## src/rtl/cser_pkg.sv

```systemverilog
`timescale 1ns/1ps
package cser_pkg;
    localparam int unsigned NUM_COLOURS = 3;

    // Level of the forwarded lane clock in each half of a pixel period
    typedef enum logic {
        PH_SECOND = 1'b0,
        PH_FIRST  = 1'b1
    } half_e;
endpackage

```

## src/rtl/px_delay.sv

```systemverilog
`timescale 1ns/1ps
module px_delay #(
    parameter int unsigned WORD_W = 18,
    parameter int unsigned STAGES = 2
) (
    input  logic              clk,
    input  logic              rst_n,
    input  logic              ce,
    input  logic              de_i,
    input  logic [WORD_W-1:0] pix_i,
    output logic              tail_de_o,
    output logic [WORD_W-1:0] tail_pix_o
);
    typedef struct packed {
        logic [STAGES-1:0][WORD_W:0] stg;
    } dly_t;

    dly_t dly_d, dly_q;

    always_comb begin
        dly_d = dly_q;
        if (ce) begin
            dly_d.stg[0] = {de_i, (de_i ? pix_i : '0)};
            for (int i = 1; i < STAGES; i++) begin
                dly_d.stg[i] = dly_q.stg[i-1];
            end
        end
    end

    always_ff @(posedge clk) begin
        if (!rst_n) dly_q <= '0;
        else        dly_q <= dly_d;
    end

    assign tail_de_o  = dly_q.stg[STAGES-1][WORD_W];
    assign tail_pix_o = dly_q.stg[STAGES-1][WORD_W-1:0];
endmodule

```

## src/rtl/hs_gen.sv

```systemverilog
`timescale 1ns/1ps
module hs_gen (
    input  logic clk,
    input  logic rst_n,
    input  logic ce,
    input  logic de_i,
    output logic hs_o
);
    typedef struct packed {
        logic de_prev;
        logic hs;
    } hs_t;

    hs_t hs_d, hs_q;

    always_comb begin
        hs_d = hs_q;
        if (ce) begin
            hs_d.de_prev = de_i;
            hs_d.hs      = de_i & ~hs_q.de_prev;
        end
    end

    always_ff @(posedge clk) begin
        if (!rst_n) hs_q <= '0;
        else        hs_q <= hs_d;
    end

    assign hs_o = hs_q.hs;

    AST_HS_ONE_PIXEL: assert property (@(posedge clk) disable iff (!rst_n)
        (hs_q.hs && $past(hs_q.hs)) |=> !hs_q.hs);
endmodule

```

## src/rtl/lane_ser.sv

```systemverilog
`timescale 1ns/1ps
module lane_ser
    import cser_pkg::*;
#(
    parameter int unsigned COLOR_W = 6
) (
    input  logic                            clk,
    input  logic                            rst_n,
    input  logic                            ce,
    input  logic [NUM_COLOURS*COLOR_W-1:0]  word_i,
    output logic [NUM_COLOURS*(COLOR_W/2)-1:0] lanes_o,
    output logic                            lck_o
);
    localparam int unsigned LANES  = COLOR_W / 2;
    localparam int unsigned LANE_N = NUM_COLOURS * LANES;

    typedef struct packed {
        logic [LANE_N-1:0] hold;
        logic [LANE_N-1:0] lanes;
        half_e             ph;
    } ser_t;

    ser_t ser_d, ser_q;
    logic [LANE_N-1:0] odd_w, even_w;

    for (genvar c = 0; c < NUM_COLOURS; c++) begin : g_col
        for (genvar k = 0; k < LANES; k++) begin : g_lane
            assign odd_w[c*LANES+k]  = word_i[c*COLOR_W + 2*k + 1];
            assign even_w[c*LANES+k] = word_i[c*COLOR_W + 2*k];
        end
    end

    always_comb begin
        ser_d = ser_q;
        if (ce) begin
            ser_d.hold  = even_w;
            ser_d.lanes = odd_w;
            ser_d.ph    = PH_FIRST;
        end else begin
            ser_d.lanes = ser_q.hold;
            ser_d.ph    = PH_SECOND;
        end
    end

    always_ff @(posedge clk) begin
        if (!rst_n) ser_q <= '{hold: '0, lanes: '0, ph: PH_SECOND};
        else        ser_q <= ser_d;
    end

    assign lanes_o = ser_q.lanes;
    assign lck_o   = (ser_q.ph == PH_FIRST);

    AST_LCK_TOGGLE: assert property (@(posedge clk) disable iff (!rst_n)
        lck_o |=> !lck_o);
endmodule

```

## src/rtl/colbus_serializer.sv

```systemverilog
`timescale 1ns/1ps
module colbus_serializer
    import cser_pkg::*;
#(
    parameter int unsigned COLOR_W = 6,
    parameter int unsigned LEAD    = 2
) (
    input  logic                   clk2x,
    input  logic                   rst_n,
    input  logic                   px_ce,
    input  logic                   de_in,
    input  logic [COLOR_W-1:0]     red_in,
    input  logic [COLOR_W-1:0]     grn_in,
    input  logic [COLOR_W-1:0]     blu_in,
    output logic [COLOR_W/2-1:0]   lane_red,
    output logic [COLOR_W/2-1:0]   lane_grn,
    output logic [COLOR_W/2-1:0]   lane_blu,
    output logic                   lane_clk,
    output logic                   hstart
);
    localparam int unsigned LANES  = COLOR_W / 2;
    localparam int unsigned WORD_W = NUM_COLOURS * COLOR_W;
    localparam int unsigned LANE_N = NUM_COLOURS * LANES;

    logic              tail_de;
    logic [WORD_W-1:0] tail_pix;
    logic [LANE_N-1:0] lanes;

    px_delay #(.WORD_W(WORD_W), .STAGES(LEAD)) u_delay (
        .clk        (clk2x),
        .rst_n      (rst_n),
        .ce         (px_ce),
        .de_i       (de_in),
        .pix_i      ({red_in, grn_in, blu_in}),
        .tail_de_o  (tail_de),
        .tail_pix_o (tail_pix)
    );

    hs_gen u_hs (
        .clk   (clk2x),
        .rst_n (rst_n),
        .ce    (px_ce),
        .de_i  (de_in),
        .hs_o  (hstart)
    );

    lane_ser #(.COLOR_W(COLOR_W)) u_ser (
        .clk     (clk2x),
        .rst_n   (rst_n),
        .ce      (px_ce),
        .word_i  (tail_pix),
        .lanes_o (lanes),
        .lck_o   (lane_clk)
    );

    assign lane_red = lanes[3*LANES-1:2*LANES];
    assign lane_grn = lanes[2*LANES-1:LANES];
    assign lane_blu = lanes[LANES-1:0];

    AST_CE_ALTERNATES: assert property (@(posedge clk2x) disable iff (!rst_n)
        px_ce |=> !px_ce);

    AST_HS_NEEDS_DE: assert property (@(posedge clk2x) disable iff (!rst_n)
        $rose(hstart) |-> $past(px_ce && de_in));

    AST_HS_HOLDS: assert property (@(posedge clk2x) disable iff (!rst_n)
        $rose(hstart) |=> hstart);

    AST_IDLE_ZERO: assert property (@(posedge clk2x) disable iff (!rst_n)
        (px_ce && !tail_de) |=> (lanes == '0));
endmodule

```

## config.mk

```make
export PLATFORM = sky130hd
export DESIGN_NAME = colbus_serializer
export DESIGN_NICKNAME = d
export VERILOG_FILES = /design/src/rtl/cser_pkg.sv /design/src/rtl/px_delay.sv /design/src/rtl/hs_gen.sv /design/src/rtl/lane_ser.sv /design/src/rtl/colbus_serializer.sv
export SDC_FILE = /design/constraint.sdc
export NUM_CORES = 1
export LEC_CHECK = 0
export BUFFER_PORTS_ARGS = -buffer_cell sky130_fd_sc_hd__buf_2
export CORE_UTILIZATION = 40
export CTS_CLUSTER_SIZE = 24
export DETAILED_ROUTE_END_ITERATION = 10
export SLEW_MARGIN = 25
export SYNTH_ARGS = -nofsm -noshare
export SYNTH_HDL_FRONTEND = slang
export SYNTH_SLANG_ARGS = --single-unit
export TNS_END_PERCENT = 30
```

## constraint.sdc

```tcl
create_clock -name clk2x -period 1 [get_ports clk2x]
set_input_delay 0.15 -clock clk2x [delete_from_list [all_inputs] [get_ports clk2x]]
set_output_delay 0.15 -clock clk2x [all_outputs]
set_load 0.05 [all_outputs]
```

## Word level (Yosys, flattened, before mapping)

Cells that the tools add are included.

- Word-level logic and storage cells: 11
- Output and inout port bits: 11
- Register bits: 57

- Muxes and demuxes: 2
- Bitwise logic cells: 2

Operators by type and width:

| operator | number |
|---|---|
| 18-bit 2-to-1 mux | 1 |
| 10-bit 2-to-1 mux | 1 |
| 1-bit bitwise AND | 1 |
| 1-bit NOT | 1 |

## Logic depth before layout (Yosys ltp)

- Word-level depth: 2
- Depth in mapped cells: 5

## Cells and area by module

Synthesis repeated with hierarchy kept, for this count alone.

- Cells, all modules: 247
- Area total of the unflattened synthesis: 2439.8 sq um

By module, submodules not included:

| module | instances | cells each | area an instance (sq um) |
|---|---|---|---|
| px_delay | 1 | 162 | 1586.5 |
| lane_ser | 1 | 78 | 777.0 |
| hs_gen | 1 | 7 | 76.3 |

## Least setup slack after synthesis

OpenSTA, ideal clock, no wires.

- Path kind: flip-flop to flip-flop
- Start point: register u_hs.hs_o (netlist name)
- End point: register u_hs.hs_q, in the netlist u_hs.hs_o
- Required time: 0.941 ns
- Slack: 0.151 ns
- Buffers on the path: 0
- Cell stages (with the launch flop): 3
- Arrival time: 0.790 ns
- Period minus slack after synthesis: 0.849 ns
- Cell sequence: dfxtp_1 -> nand3b_1 -> nand2_1

RTL lines:

| what | RTL line | text |
|---|---|---|
| end signal: assignment | hs_gen.sv:26 | `else hs_q <= hs_d;` |
| end: declaration | hs_gen.sv:14 | `hs_t hs_d, hs_q;` |

## Final worst setup path

- Start point: register u_ser.ser_q, in the netlist u_ser.lanes_o[0]
- End point: output port lane_blu[0]

RTL lines:

| what | RTL line | text |
|---|---|---|
| start: declaration | lane_ser.sv:23 | `ser_t ser_d, ser_q;` |
| start signal: assignment | lane_ser.sv:46 | `if (!rst_n) ser_q <= '{hold: '0, lanes: '0, ph: PH_SECOND};` |
| start signal: assignment | lane_ser.sv:47 | `else ser_q <= ser_d;` |
| end: declaration | colbus_serializer.sv:17 | `output logic [COLOR_W/2-1:0] lane_blu,` |

No word-level cell between the ends.

==> impl_metrics.toml <==
[outcome]
status = "completed"

[clocking]
insertion_delay_ps = 320
cts_tree = "done"
number_of_buffers_added_by_the_clock_tree_synthesis_step = 9
cts_sinks = 57
postcts_setup_bufs = 0
clock_path_buffers = 2
number_of_h_tree_levels = 3
path_clk_slew_ps = 60
clock-root-buffer = "clkbuf_8"
cts_hold_repair.buffers = 0

[setup_path]
worst-path-buf-inv = 1
cpPeakStageDelay_ps = 310
slowest_stage_cell_cp = "dfxtp_1"
crit_path_max_fanout = 1
path_class = "register to output port"
timing.critical_path.cells = "buf_4"
startpoint_type_of_the_worst_setup_path = "register"
crit_family = "flip-flops"
setup.worst_path.end_class = "output port"
cp_data_arrival_time_ps = 810
cp.required_ps = 850

[final_layout]
register_area_mm2 = 0.00114
multi_input_area_um2 = 891
diodes = 0
final_layout_size_suffix_gt1_share_pct = 20.6
layout.filler_cells = 509
layout.nets = 271
area_growth_pct = 16.8

[global_route]
antenna_found_initial = 0
largest_net_degree_at_the_start_of_global_routing = 28
first_global_vias = 1358
grt.total_usage_pct = 12.9
grt_remaining_overflow = 0
grt_pass1_wl_um = 5860

[die]
row_count = 26
start_util_pct = 42.7
pin_count = 33
die_span_x_um = 76.8
chipHeight_um = 76.8
dieArea_mm2 = 0.00590
coreArea_mm2 = 0.00524

[timing]
final_critical_path_setup_slack_ps = 35.8
fmax_mhz = 1040
timing.final.setup_violations = 0
period_share_pct = 96.4
report.final.hold_viol_count = 0
timing.slew.headroom_pct = 77.7
timing_max_transition_violations_final = 0
worstMarginPinSlew_ps = 334
fin_tns_setup_ps = 0
final.setup_skew_ps = 2.41
post-route-min-period_ps = 964

[drt]
routed_via_density = 4.59
detail-route-antenna-nets = 0
drt-wirelength-per-cell_um = 10.9
drt_iter0_drc = 29
postRouteWirelength_um = 3500
drc_errors = 0
vias = 1478
drt_pass1_iterations = 4

[place]
detailedPlace.worstSlack_ps = 60.9
gp_congestion = 0.624
place.port_buffers = 32
dpl.hpwl_um = 2280

[logic_synthesis]
yosys.area.top_type = "dfxtp_1"
synth_warnings = 0
synth_sequential_area_ratio_pct = 51.0
synth_top_family_by_area = "simple AND/OR/NAND/NOR gates"
synth.area.mux_share_pct = 8.05
synth_compound_area_share_pct = 10.4
ys_ff_latch = 57
distinct_cells_synth = 18
syn-mean-instance-area_um2 = 9.94
synth_xor_area_share_pct = 0
synthesis.nets = 247
syn-cell-area_mm2 = 0.00224
synth_fa_ha_area_share_pct = 0
synth_simple_gate_area_share_pct = 21.4
synth_top_cells_by_area = "dfxtp_1 (51%), mux2i_1 (8.1%), a21boi_1 (6.4%)"
netlist.area_leader.share_pct = 51.0
synth_cells = 225

[power]
power_frac_clock_pct = 39.9
max-vdd-ir-drop_mv = 1.09
netSwitchingFraction_pct = 21.8
internal_power_mw = 3.51
power.leakage_nw = 1.04
net-switching-power_mw = 0.981
comb_power_share_pct = 7.6
power_frac_seq_pct = 52.5
power-per-cell-area_mw_per_mm2 = 1720

[worst_hold_path]
worstHoldPathType = "input port to register"

[flow_run]
max_cap_viol_count = 0
[power by group through the flow]
| stage | clock network, mW | registers [mW] | logic [mW] |
|---|---|---|---|
| floorplan | 0 | 2.41 | 0.239 |
| detailed placement | 0 | 2.40 | 0.338 |
| CTS | 1.86 | 2.36 | 0.344 |
| global placement | 0 | 2.40 | 0.338 |
| finish | 1.79 | 2.36 | 0.343 |
| global route | 1.95 | 2.36 | 0.375 |
[per-stage QoR]
step           instances  power [mW]  cell area [um2]  util (%)  hold slack (ps)
2_1_floorplan        225        2.65             2240         -              283
3_3_place_gp         308        2.74             2390      45.7              393
3_5_place_dp         308        2.74             2390      45.7              397
4_1_cts              322        4.56             2590      49.4             48.1
5_1_grt              322        4.69             2610      49.9             57.2
6_report             322        4.49             2610      49.9             59.0
[cell usage in the layout (no fill, tap or decap)]
cell      netlist  layout
and2_1          1       1
buf_12          1       5
mux2i_1        18      18
nand2_2         1       1
nand2_1        37      37
o21ai_1         5       5
dfxtp_1        57      56
o21ai_0        13      13
a21boi_1       19      19
buf_2           3      21
buf_4          11       6
nand4b_1        1       1
clkbuf_8        0      11
clkbuf_1        4       3
buf_6           6       7
dfxtp_2         0       1
nor2b_1        18      18
nand3b_1       19      19
nand2b_1       10      10
[synthesized netlist by cell type]
master,n
clkbuf_1,4
mux2i_1,18
o21ai_1,5
and2_1,1
nor2b_1,18
nand4b_1,1
o21ai_0,13
buf_6,6
nand2b_1,10
a21boi_1,19
clkbuf_2,1
buf_12,1
buf_2,3
nand2_1,37
buf_4,11
dfxtp_1,57
nand2_2,1
nand3b_1,19
[per-layer routing]
layer | global-route usage, % | share of wire, % | routed length [um] | vias up
li1 | - | - | - | 780
met1 | 15.5 | 50 | 1760 | 661
met2 | 18.6 | 42 | 1480 | 31
met3 | 7.14 | 5.7 | 198 | 6
met4 | 5.77 | 1.6 | 56 | 0
met5 | 0 | 0 | 0 | -
[repair_timing]
| action | 4_1_cts | 5_1_grt |
|---|---|---|
| hold endpoints to repair | 0 | 0 |
| setup endpoints to repair | 11 | 7 |
| cloned | 0 | 0 |
| resized for setup | 12 | 7 |
[flip-flops by register name, indices dropped and copies added (netlist names)]
register            count
u_ser.lck_o             1
u_ser.lanes_o           9
u_hs.hs_o               1
u_hs.hs_q               1
u_delay.dly_q          18
u_delay.tail_pix_o     18
u_ser.ser_q             9
[cells by family (layout without fill, tap and decap cells)]
group                  Yosys count  count (layout)
multiplexers                    18              18
AND/OR/NAND/NOR                 87              87
flip-flops                      57              57
buffers and inverters           26              53
AO/OA/AOI/OAI                   37              37
[cell type report]
type | count | share of cell area (%)
clock buffers | 14 | 6.23
multi-input cells | 142 | 34.1
flip-flops and latches | 57 | 43.7
well taps | 70 | 3.35
repair buffers | 39 | 12.6
[path summary, 6_finish.rpt]
check	start	endpoint	slack [ps]	depth (start not counted)
max	u_ser.lanes_o[0]	lane_blu[0]	40	1
min	red_in[1]	u_delay.dly_q[13]	60	3
min reg2reg	u_delay.tail_pix_o[12]	u_ser.ser_q[16]	460	2
max reg2reg	u_delay.tail_pix_o[3]	u_ser.lanes_o[1]	360	2
Power figures use the tool's default switching activity.
